$ cat config.mk
export PLATFORM = sky130hd
export DESIGN_NAME = pwm_chan_gen
export DESIGN_NICKNAME = d
export VERILOG_FILES = /design/src/rtl/pwm_chan_pkg.sv /design/src/rtl/pwm_prescaler.sv /design/src/rtl/pwm_edge_gen.sv /design/src/rtl/pwm_wd_reload.sv /design/src/rtl/pwm_chan_gen.sv
export SDC_FILE = /design/constraint.sdc
export NUM_CORES = 1
export LEC_CHECK = 0
export BUFFER_PORTS_ARGS = -buffer_cell sky130_fd_sc_hd__buf_2
export CORE_AREA = 8 8 118 120
export DETAILED_ROUTE_END_ITERATION = 8
export DIE_AREA = 0 0 126 128
export PLACE_DENSITY_LB_ADDON = 0.05
export SLEW_MARGIN = 15
export SYNTH_ARGS = -nofsm -noshare
export SYNTH_HDL_FRONTEND = slang
export SYNTH_SLANG_ARGS = --single-unit
$ cat constraint.sdc
create_clock -name clk -period 4.1 [get_ports clk]
set_input_delay 0.82 -clock clk [delete_from_list [all_inputs] [get_ports clk]]
set_output_delay 0.82 -clock clk [all_outputs]
set_load 0.1 [all_outputs]
$ cat src/rtl/pwm_chan_pkg.sv
package pwm_chan_pkg;
  // control word bit positions (decoded by the register layer above)
  localparam int unsigned CTL_DIVL_LSB  = 0;
  localparam int unsigned CTL_DIVH_LSB  = 8;
  localparam int unsigned CTL_PIN_EN    = 12;
  localparam int unsigned CTL_INVERT    = 14;
  localparam int unsigned CTL_FORCE     = 15;
  localparam int unsigned CTL_CLK_EN    = 16;
  localparam int unsigned CTL_NO_SYNC   = 17;
  localparam int unsigned CTL_WD_EN     = 18;
  localparam int unsigned CTL_WD_RISE   = 19;
  // compare word field positions
  localparam int unsigned CMP_RISE_LSB  = 0;
  localparam int unsigned CMP_FALL_LSB  = 8;
  localparam int unsigned CMP_WDF_LSB   = 16;
  localparam int unsigned CMP_PER_LSB   = 24;
  localparam int unsigned REG_W         = 32;
endpackage

$ cat src/rtl/pwm_prescaler.sv
module pwm_prescaler #(
  parameter int unsigned EXP_W = 4,
  parameter int unsigned LIN_W = 8
) (
  input  logic             clk,
  input  logic             rst,
  input  logic             en,
  input  logic [EXP_W-1:0] div_exp,
  input  logic [LIN_W-1:0] div_lin,
  output logic             tick
);
  localparam int unsigned HW = (1 << EXP_W) - 1;

  logic [HW-1:0] pow_q;
  logic [LIN_W-1:0] lin_q;
  logic [HW:0] pow_lim_w;
  logic pow_wrap, lin_wrap;

  assign pow_lim_w = ((HW+1)'(1) << div_exp) - (HW+1)'(1);
  assign pow_wrap  = pow_q >= pow_lim_w[HW-1:0];
  assign lin_wrap  = lin_q >= div_lin;
  assign tick      = en && pow_wrap && lin_wrap;

  always_ff @(posedge clk) begin
    if (rst || !en) begin
      pow_q <= '0;
      lin_q <= '0;
    end else begin
      pow_q <= pow_wrap ? '0 : pow_q + 1'b1;
      if (pow_wrap) lin_q <= lin_wrap ? '0 : lin_q + 1'b1;
    end
  end
endmodule

$ cat src/rtl/pwm_edge_gen.sv
module pwm_edge_gen #(
  parameter int unsigned CNT_W = 8
) (
  input  logic             clk,
  input  logic             rst,
  input  logic             en,
  input  logic             tick,
  input  logic             no_sync,
  input  logic [CNT_W-1:0] period,
  input  logic [CNT_W-1:0] rise_in,
  input  logic [CNT_W-1:0] fall_in,
  input  logic [CNT_W-1:0] wd_fall,
  input  logic             wd_on,
  output logic [CNT_W-1:0] cnt_q,
  output logic [CNT_W-1:0] rise_a,
  output logic             lvl_q,
  output logic             boundary,
  output logic             rise_ev,
  output logic             fall_ev
);
  logic [CNT_W-1:0] fall_a, fall_eff;
  logic lvl_n, load;

  assign boundary = tick && (cnt_q >= period);
  assign load     = !en || no_sync || boundary;
  assign fall_eff = wd_on ? wd_fall : fall_a;

  always_comb begin
    lvl_n = lvl_q;
    if (!en)                    lvl_n = 1'b0;
    else if (cnt_q == fall_eff) lvl_n = 1'b0;
    else if (cnt_q == rise_a)   lvl_n = 1'b1;
  end

  assign rise_ev = !lvl_q && lvl_n;
  assign fall_ev = lvl_q && !lvl_n;

  always_ff @(posedge clk) begin
    if (rst) begin
      cnt_q  <= '0;
      rise_a <= '0;
      fall_a <= '0;
      lvl_q  <= 1'b0;
    end else begin
      if (!en)      cnt_q <= '0;
      else if (tick) cnt_q <= boundary ? '0 : cnt_q + 1'b1;
      if (load) begin
        rise_a <= rise_in;
        fall_a <= fall_in;
      end
      lvl_q <= lvl_n;
    end
  end
endmodule

$ cat src/rtl/pwm_wd_reload.sv
module pwm_wd_reload (
  input  logic clk,
  input  logic rst,
  input  logic en,
  input  logic evt,
  input  logic on_rise,
  input  logic rise_ev,
  input  logic fall_ev,
  output logic pend_q,
  output logic on_q
);
  logic apply;
  assign apply = pend_q && (on_rise ? rise_ev : fall_ev);

  always_ff @(posedge clk) begin
    if (rst || !en) begin
      pend_q <= 1'b0;
      on_q   <= 1'b0;
    end else begin
      pend_q <= evt || (pend_q && !apply);
      on_q   <= on_q || apply;
    end
  end
endmodule

$ cat src/rtl/pwm_chan_gen.sv
module pwm_chan_gen
  import pwm_chan_pkg::*;
#(
  parameter int unsigned EXP_W = 4,
  parameter int unsigned LIN_W = 8,
  parameter int unsigned CNT_W = 8
) (
  input  logic        clk,
  input  logic        rst,
  input  logic        ctrl_we,
  input  logic [31:0] ctrl_wdata,
  input  logic        cmp_we,
  input  logic [31:0] cmp_wdata,
  input  logic        wdt_evt,
  output logic        pwm_o,
  output logic        pwm_oe
);
  logic [REG_W-1:0] ctrl_q, cmp_q;
  logic ce, pin_en, inv, force_hi, no_sync, wd_en, wd_rise;
  logic tick, boundary, lvl_q, rise_ev, fall_ev, pend_q, wd_on, raw;
  logic [CNT_W-1:0] cnt_q, rise_a;

  assign ce       = ctrl_q[CTL_CLK_EN];
  assign pin_en   = ctrl_q[CTL_PIN_EN];
  assign inv      = ctrl_q[CTL_INVERT];
  assign force_hi = ctrl_q[CTL_FORCE];
  assign no_sync  = ctrl_q[CTL_NO_SYNC];
  assign wd_en    = ctrl_q[CTL_WD_EN];
  assign wd_rise  = ctrl_q[CTL_WD_RISE];

  always_ff @(posedge clk) begin
    if (rst) begin
      ctrl_q <= '0;
      cmp_q  <= '0;
    end else begin
      if (ctrl_we) ctrl_q <= ctrl_wdata;
      if (cmp_we)  cmp_q  <= cmp_wdata;
    end
  end

  pwm_prescaler #(.EXP_W(EXP_W), .LIN_W(LIN_W)) u_pre (
    .clk(clk), .rst(rst), .en(ce),
    .div_exp(ctrl_q[CTL_DIVH_LSB +: EXP_W]),
    .div_lin(ctrl_q[CTL_DIVL_LSB +: LIN_W]),
    .tick(tick)
  );

  pwm_edge_gen #(.CNT_W(CNT_W)) u_edge (
    .clk(clk), .rst(rst), .en(ce), .tick(tick), .no_sync(no_sync),
    .period(cmp_q[CMP_PER_LSB +: CNT_W]),
    .rise_in(cmp_q[CMP_RISE_LSB +: CNT_W]),
    .fall_in(cmp_q[CMP_FALL_LSB +: CNT_W]),
    .wd_fall(cmp_q[CMP_WDF_LSB +: CNT_W]),
    .wd_on(wd_on),
    .cnt_q(cnt_q), .rise_a(rise_a), .lvl_q(lvl_q), .boundary(boundary),
    .rise_ev(rise_ev), .fall_ev(fall_ev)
  );

  pwm_wd_reload u_wd (
    .clk(clk), .rst(rst), .en(ce && wd_en), .evt(wdt_evt), .on_rise(wd_rise),
    .rise_ev(rise_ev), .fall_ev(fall_ev), .pend_q(pend_q), .on_q(wd_on)
  );

  assign raw = ce && (force_hi || lvl_q);

  always_ff @(posedge clk) begin
    if (rst) begin
      pwm_o  <= 1'b0;
      pwm_oe <= 1'b0;
    end else begin
      pwm_o  <= pin_en ? (raw ^ inv) : inv;
      pwm_oe <= pin_en;
    end
  end
endmodule

### After elaboration in Yosys (flattened, before gate mapping)

Cells that the tools add are included.

| word-level totals | value |
|---|---|
| input bits | 69 |
| output and inout bits | 2 |
| flip-flop bits (word level) | 104 |
| logic and storage cells | 55 |

| cells by class | value |
|---|---|
| multiplexer cells | 8 |
| reductions and logical operators | 23 |
| shifts and indexed selects | 1 |
| magnitude comparators | 3 |
| add/subtract/negate cells | 4 |
| bitwise gates (word level) | 2 |
| equal/unequal tests | 2 |

Operators by type and width:

| operator | number |
|---|---|
| 2-to-1 mux 8 bit | 3 |
| adder 8 x 1 -> 8 bit (second input constant) | 2 |
| equality test 8 bit | 2 |
| >= comparator 8 bit | 2 |
| adder 15 x 1 -> 15 bit (second input constant) | 1 |
| >= comparator 15 bit | 1 |
| << shifter 1 x 4 -> 15 bit (first input constant) | 1 |
| subtractor 15 x 2 -> 15 bit (second input constant) | 1 |
| logical AND 1 bit | 9 |
| logical OR 1 bit | 7 |
| zero test 1 bit | 5 |
| 2-to-1 mux 1 bit | 5 |
| OR reduction 2 bit | 2 |
| NOT 1 bit | 1 |
| XOR 1 bit | 1 |

### Logic depth before layout (Yosys ltp)

| logic depth | value |
|---|---|
| depth in word-level cells | 11 |
| mapped depth | 16 |

### Modules after synthesis

From an unflattened synthesis, not the netlist that was laid out.

| unflattened totals | value |
|---|---|
| cell total of the unflattened synthesis | 565 |
| area, all modules | 5303.8 sq um |

By module, submodules not included:

| module | instances | sequential area each (sq um) | area an instance (sq um) | cells each |
|---|---|---|---|---|
| pwm_chan_gen | 1 | 1061.0 | 1936.9 | 173 |
| pwm_prescaler | 1 | 460.4 | 1696.6 | 211 |
| pwm_edge_gen | 1 | 500.5 | 1577.8 | 172 |
| pwm_wd_reload | 1 | 40.0 | 92.6 | 9 |

### Worst setup path before layout

No wires, ideal clock.

| timing path | value |
|---|---|
| path type | reg2reg |
| from | register ctrl_q[8] |
| to | register u_edge.fall_a[0] |
| buffers on the path | 1 |
| data required time | 4.028 ns |
| slack | 0.406 ns |
| clock period less this slack | 3.694 ns |
| library setup time | 0.072 ns |
| cell stages (with the launch flop) | 16 |
| arrival time | 3.622 ns |
| path through | dfxtp_1 or2_2 or3_1 ha_1 or2_2 o21ai_0 a22o_1 a21oi_1 ha_1 a21oi_1 o21ai_0 a21oi_1 o31ai_4 a311oi_4 buf_8 mux2i_1 |

| between the ends | value |
|---|---|
| word-level cells in the longest chain between the ends | 7 |

Ends and longest elaborated chain:

| item | line | text |
|---|---|---|
| from (decl) | pwm_chan_gen.sv:18 | `logic [REG_W-1:0] ctrl_q, cmp_q;` |
| from (signal assigned) | pwm_chan_gen.sv:36 | `if (ctrl_we) ctrl_q <= ctrl_wdata;` |
| << shifter 1 x 4 -> 15 bit | pwm_prescaler.sv:19 | `assign pow_lim_w = ((HW+1)'(1) << div_exp) - (HW+1)'(1);` |
| subtractor 15 x 2 -> 15 bit | pwm_prescaler.sv:19 |  |
| >= comparator 15 bit | pwm_prescaler.sv:20 | `assign pow_wrap = pow_q >= pow_lim_w[HW-1:0];` |
| logical AND 1 bit (2 in series) | pwm_prescaler.sv:22 | `assign tick = en && pow_wrap && lin_wrap;` |
| logical AND 1 bit | pwm_edge_gen.sv:24 | `assign boundary = tick && (cnt_q >= period);` |
| logical OR 1 bit | pwm_edge_gen.sv:25 | `assign load = !en \|\| no_sync \|\| boundary;` |
| to (signal assigned) | pwm_edge_gen.sv:49 | `fall_a <= fall_in;` |
| to (decl) | pwm_edge_gen.sv:21 | `logic [CNT_W-1:0] fall_a, fall_eff;` |

No other way between the ends.
A chain may end at the register's enable or synchronous reset.

### Worst setup path after layout

| timing path | value |
|---|---|
| from | register ctrl_q[8] |
| to | register u_pre.lin_q[6] |

| between the ends | value |
|---|---|
| word-level cells in the longest chain between the ends | 3 |

Ends and longest elaborated chain:

| item | line | text |
|---|---|---|
| << shifter 1 x 4 -> 15 bit | pwm_prescaler.sv:19 |  |
| subtractor 15 x 2 -> 15 bit | pwm_prescaler.sv:19 |  |
| >= comparator 15 bit | pwm_prescaler.sv:20 |  |
| to (signal assigned) | pwm_prescaler.sv:30 | `if (pow_wrap) lin_q <= lin_wrap ? '0 : lin_q + 1'b1;` |
| to (decl) | pwm_prescaler.sv:15 | `logic [LIN_W-1:0] lin_q;` |

No other way between the ends.

==> flow_summary.yaml <==
pwr:
  cellLeakagePower_nw: 2.48
  power_mw: 2.23
  p_per_area_nw_per_um2: 368
  vdd_drop_max_uv: 234
global_routing:
  track_usage_pct: 14.3
  overflow: 0
  antenna_found_initial: 0
  grt_pass1_vias: 4195
  grt_pass1_wl_mm: 19.0
  grt_max_degree: 87
yosys:
  yosysUniqueCellTypes: 52
  synth_top_area_share_pct: 38.9
  syn_area_per_cell_um2: 9.26
  ys_top_cells_by_area: "dfxtp_1 39%, mux2i_1 14%, ha_1 8.3%"
  synth_ff_type: "dfxtp_1"
  synth-edff-count: 0
  syn_area_um2: 5300
  synth_seq_cells: 103
  synthCells: 572
  ys_async_sr_fraction_pct: 0
  synth_top_area_cell: "dfxtp_1"
  ys_warn_count: 0
  synth_fp_nets: 676
  ys_seq_area_share_pct: 38.9
clock_network:
  clock-root-buffer: "clkbuf_16"
  cts_tree: "built"
  cts_setup_buffers: 0
  cts_max_path_buffers: 2
  ctsHtreeMaxLevel: 3
  path_clk_slew_ps: 70
  clock_latency_ps: 350
  holdBufCountCts: 0
  cts_sinks: 103
  cts_buffers: 9
cells_and_area:
  antenna_cells: 0
  drive_gt1_share_pct: 17.3
  syn_to_final_growth_pct: 14.2
  final_common_cell: "dfxtp_1"
  final_cell_mix: "103 x dfxtp_1, 78 x nor2_1, 75 x mux2i_1"
  nNetsFinal: 727
  fillers: 1213
  multi_input_area_um2: 3010
  regArea_um2: 2060
setup_path:
  worstPathArrival_ps: 4020
  crit_chain: "or2_2 -> or3_1 -> ha_1 -> or2_2 -> o21ai_0 -> a32oi_1 -> ha_1 -> nand4_1 -> o311a_1 -> o31a_1 -> buf_4 -> or3_1 -> a21oi_1"
  start_kind: "flip-flop"
  slowest_stage: "o311a_1"
  critical_path_required_ps: 4380
  path_class: "flip-flop to flip-flop"
  cp_top_family: "simple AND/OR/NAND/NOR gates"
  critPathBufInv: 1
  crit_path_end_kind: "flip-flop"
  critPathMaxStageDelay_ps: 400
  cp_max_fo: 9
timing:
  setup_tns_ps: 0
  slew_viol_final: 0
  hold_viol: 0
  tightest_slew_ps: 914
  period_needed_ps: 3740
  max_slew_margin_pct: 39.1
  rsz0062_at_grt: "no"
  timing.fmax_ghz: 0.267
  skew_ps: 6.96
  setup_viol: 0
  finalCritPeriodShare_pct: 91.3
routing:
  viasPerCell: 5.13
  drt_pre_antenna_iters: 4
  drt_iter0_drc: 143
  drc: 0
  vias: 3980
  wl_per_cell_um: 14.0
  routed_wl_mm: 10.9
  antenna_left: 0
placement:
  place_congestion: 0.749
  port-buffer-count: 57
  dp_hpwl_mm: 8.07
floorplanning:
  start_util_pct: 43.4
  dieWidth_um: 126
  rows: 41
  chipHeight_um: 128
  core_um2: 12200
  io_pins: 71
  die_area_um2: 16100
status:
  outcome: "finished, final reports clean"
worst_hold_path:
  hp-class: "flip-flop to flip-flop"
job:
  maxCapViolations: 0
==> report_power, final <==
group / leakage (nW) / switching (mW) / internal (mW)
sequential: 0.842 / 0.0231 / 1.04
clock: 0.152 / 0.364 / 0.546
combinational: 1.49 / 0.139 / 0.116
==> sequential cells by signal, summed over array words and instances (netlist names) <==
signal	cells
pwm_o	1
u_pre.pow_q	15
u_edge.rise_a	8
u_edge.cnt_q	8
cmp_q	32
ctrl_q	19
u_edge.lvl_q	1
u_wd.pend_q	1
u_edge.fall_a	8
pwm_oe	1
u_pre.lin_q	8
u_wd.on_q	1
==> worst reg2reg max path, cell delays in order (launching register included) <==
cell and delay (ps):
dfxtp_1 340, or2_2 340, or3_1 360, ha_1 210, or2_2 300, o21ai_0 160
a32oi_1 130, ha_1 330, nand4_1 100, o311a_1 400, o31a_1 350, buf_4 180
or3_1 340, a21oi_1 150
==> logic make-up (layout without fill, tap and decap cells) <==
logic type | Yosys count | after routing | synth area share, %
and+or+nand+nor | 200 | 200 | 19.5
DFF | 103 | 103 | 38.9
muxes | 76 | 76 | 14.4
AOI/OAI and AO/OA | 72 | 72 | 9.28
buffers and inverters | 54 | 108 | 4.39
adders and majority gates | 35 | 35 | 8.27
xor gates and xnor gates | 32 | 32 | 5.29
==> timing repair <==
item,CTS,global route
setup endpoints to repair,0,6
gates resized for setup,0,1
endpoints found under the hold margin,0,0
==> per-layer routing <==
metal | wire length (µm) | vias to the layer above | track usage [%]
met4 | 244 | 0 | 6.72
met3 | 269 | 21 | 2.83
met1 | 5000 | 1826 | 16.7
li1 | - | 2090 | -
met5 | 0 | - | 0
met2 | 5360 | 43 | 24.8
==> Yosys cell counts, types with 2 or more instances <==
cell and instances:
dfxtp_1 103, nor2_1 78, mux2i_1 75, ha_1 35, a21oi_1 25, inv_1 25, nand2_1 22, clkbuf_1 20
nand3_1 20, xnor2_1 20, o21ai_0 18, or2b_2 17, nand2b_1 15, nand4_1 14, xor2_1 12, or3_1 7
a32o_1 6, and3_1 5, buf_1 5, nor3_1 5, o211ai_1 4, a21o_1 3, or2_2 3, or2b_1 3
a31oi_1 2, nand3b_1 2, nor3b_1 2, nor4_1 2
==> metrics by stage <==
stage | area [µm²] | std cells | utilization [%] | hold WS [ps] | setup WS (ps)
final | 6050 | 776 | 49.6 | 474 | 356
after global routing | 6050 | 776 | 49.6 | 492 | 133
after CTS | 6050 | 776 | 49.5 | 479 | 167
after detailed placement | 5730 | 762 | 47.0 | 466 | 183
after global placement | 5730 | 762 | 47.0 | 459 | 264
after floorplan | 5300 | 572 | - | 435 | 406
==> cell type report <==
cell class                 instances  area share, %
multi-input combinational        415           49.7
sequential                       103           34.1
timing repair buffer              69           6.41
clock buffer                      11           4.01
tap                              150           3.10
inverter                          25           1.55
clock inverter                     3           1.14
==> path summary, 6_finish.rpt <==
| kind | startpoint | end | slack [ps] | cells after the start |
|---|---|---|---|---|
| max | ctrl_q[8]$_SDFFE_PP0P_ | u_pre.lin_q[6]$_SDFFE_PP0P_ | 360 | 13 |
| min | cmp_q[2]$_SDFFE_PP0P_ | u_edge.rise_a[2]$_SDFFE_PP0P_ | 470 | 2 |
| max reg2reg | ctrl_q[8]$_SDFFE_PP0P_ | u_pre.lin_q[6]$_SDFFE_PP0P_ | 360 | 13 |
| min reg2reg | cmp_q[2]$_SDFFE_PP0P_ | u_edge.rise_a[2]$_SDFFE_PP0P_ | 470 | 2 |
(Power assumes the default switching activity.)
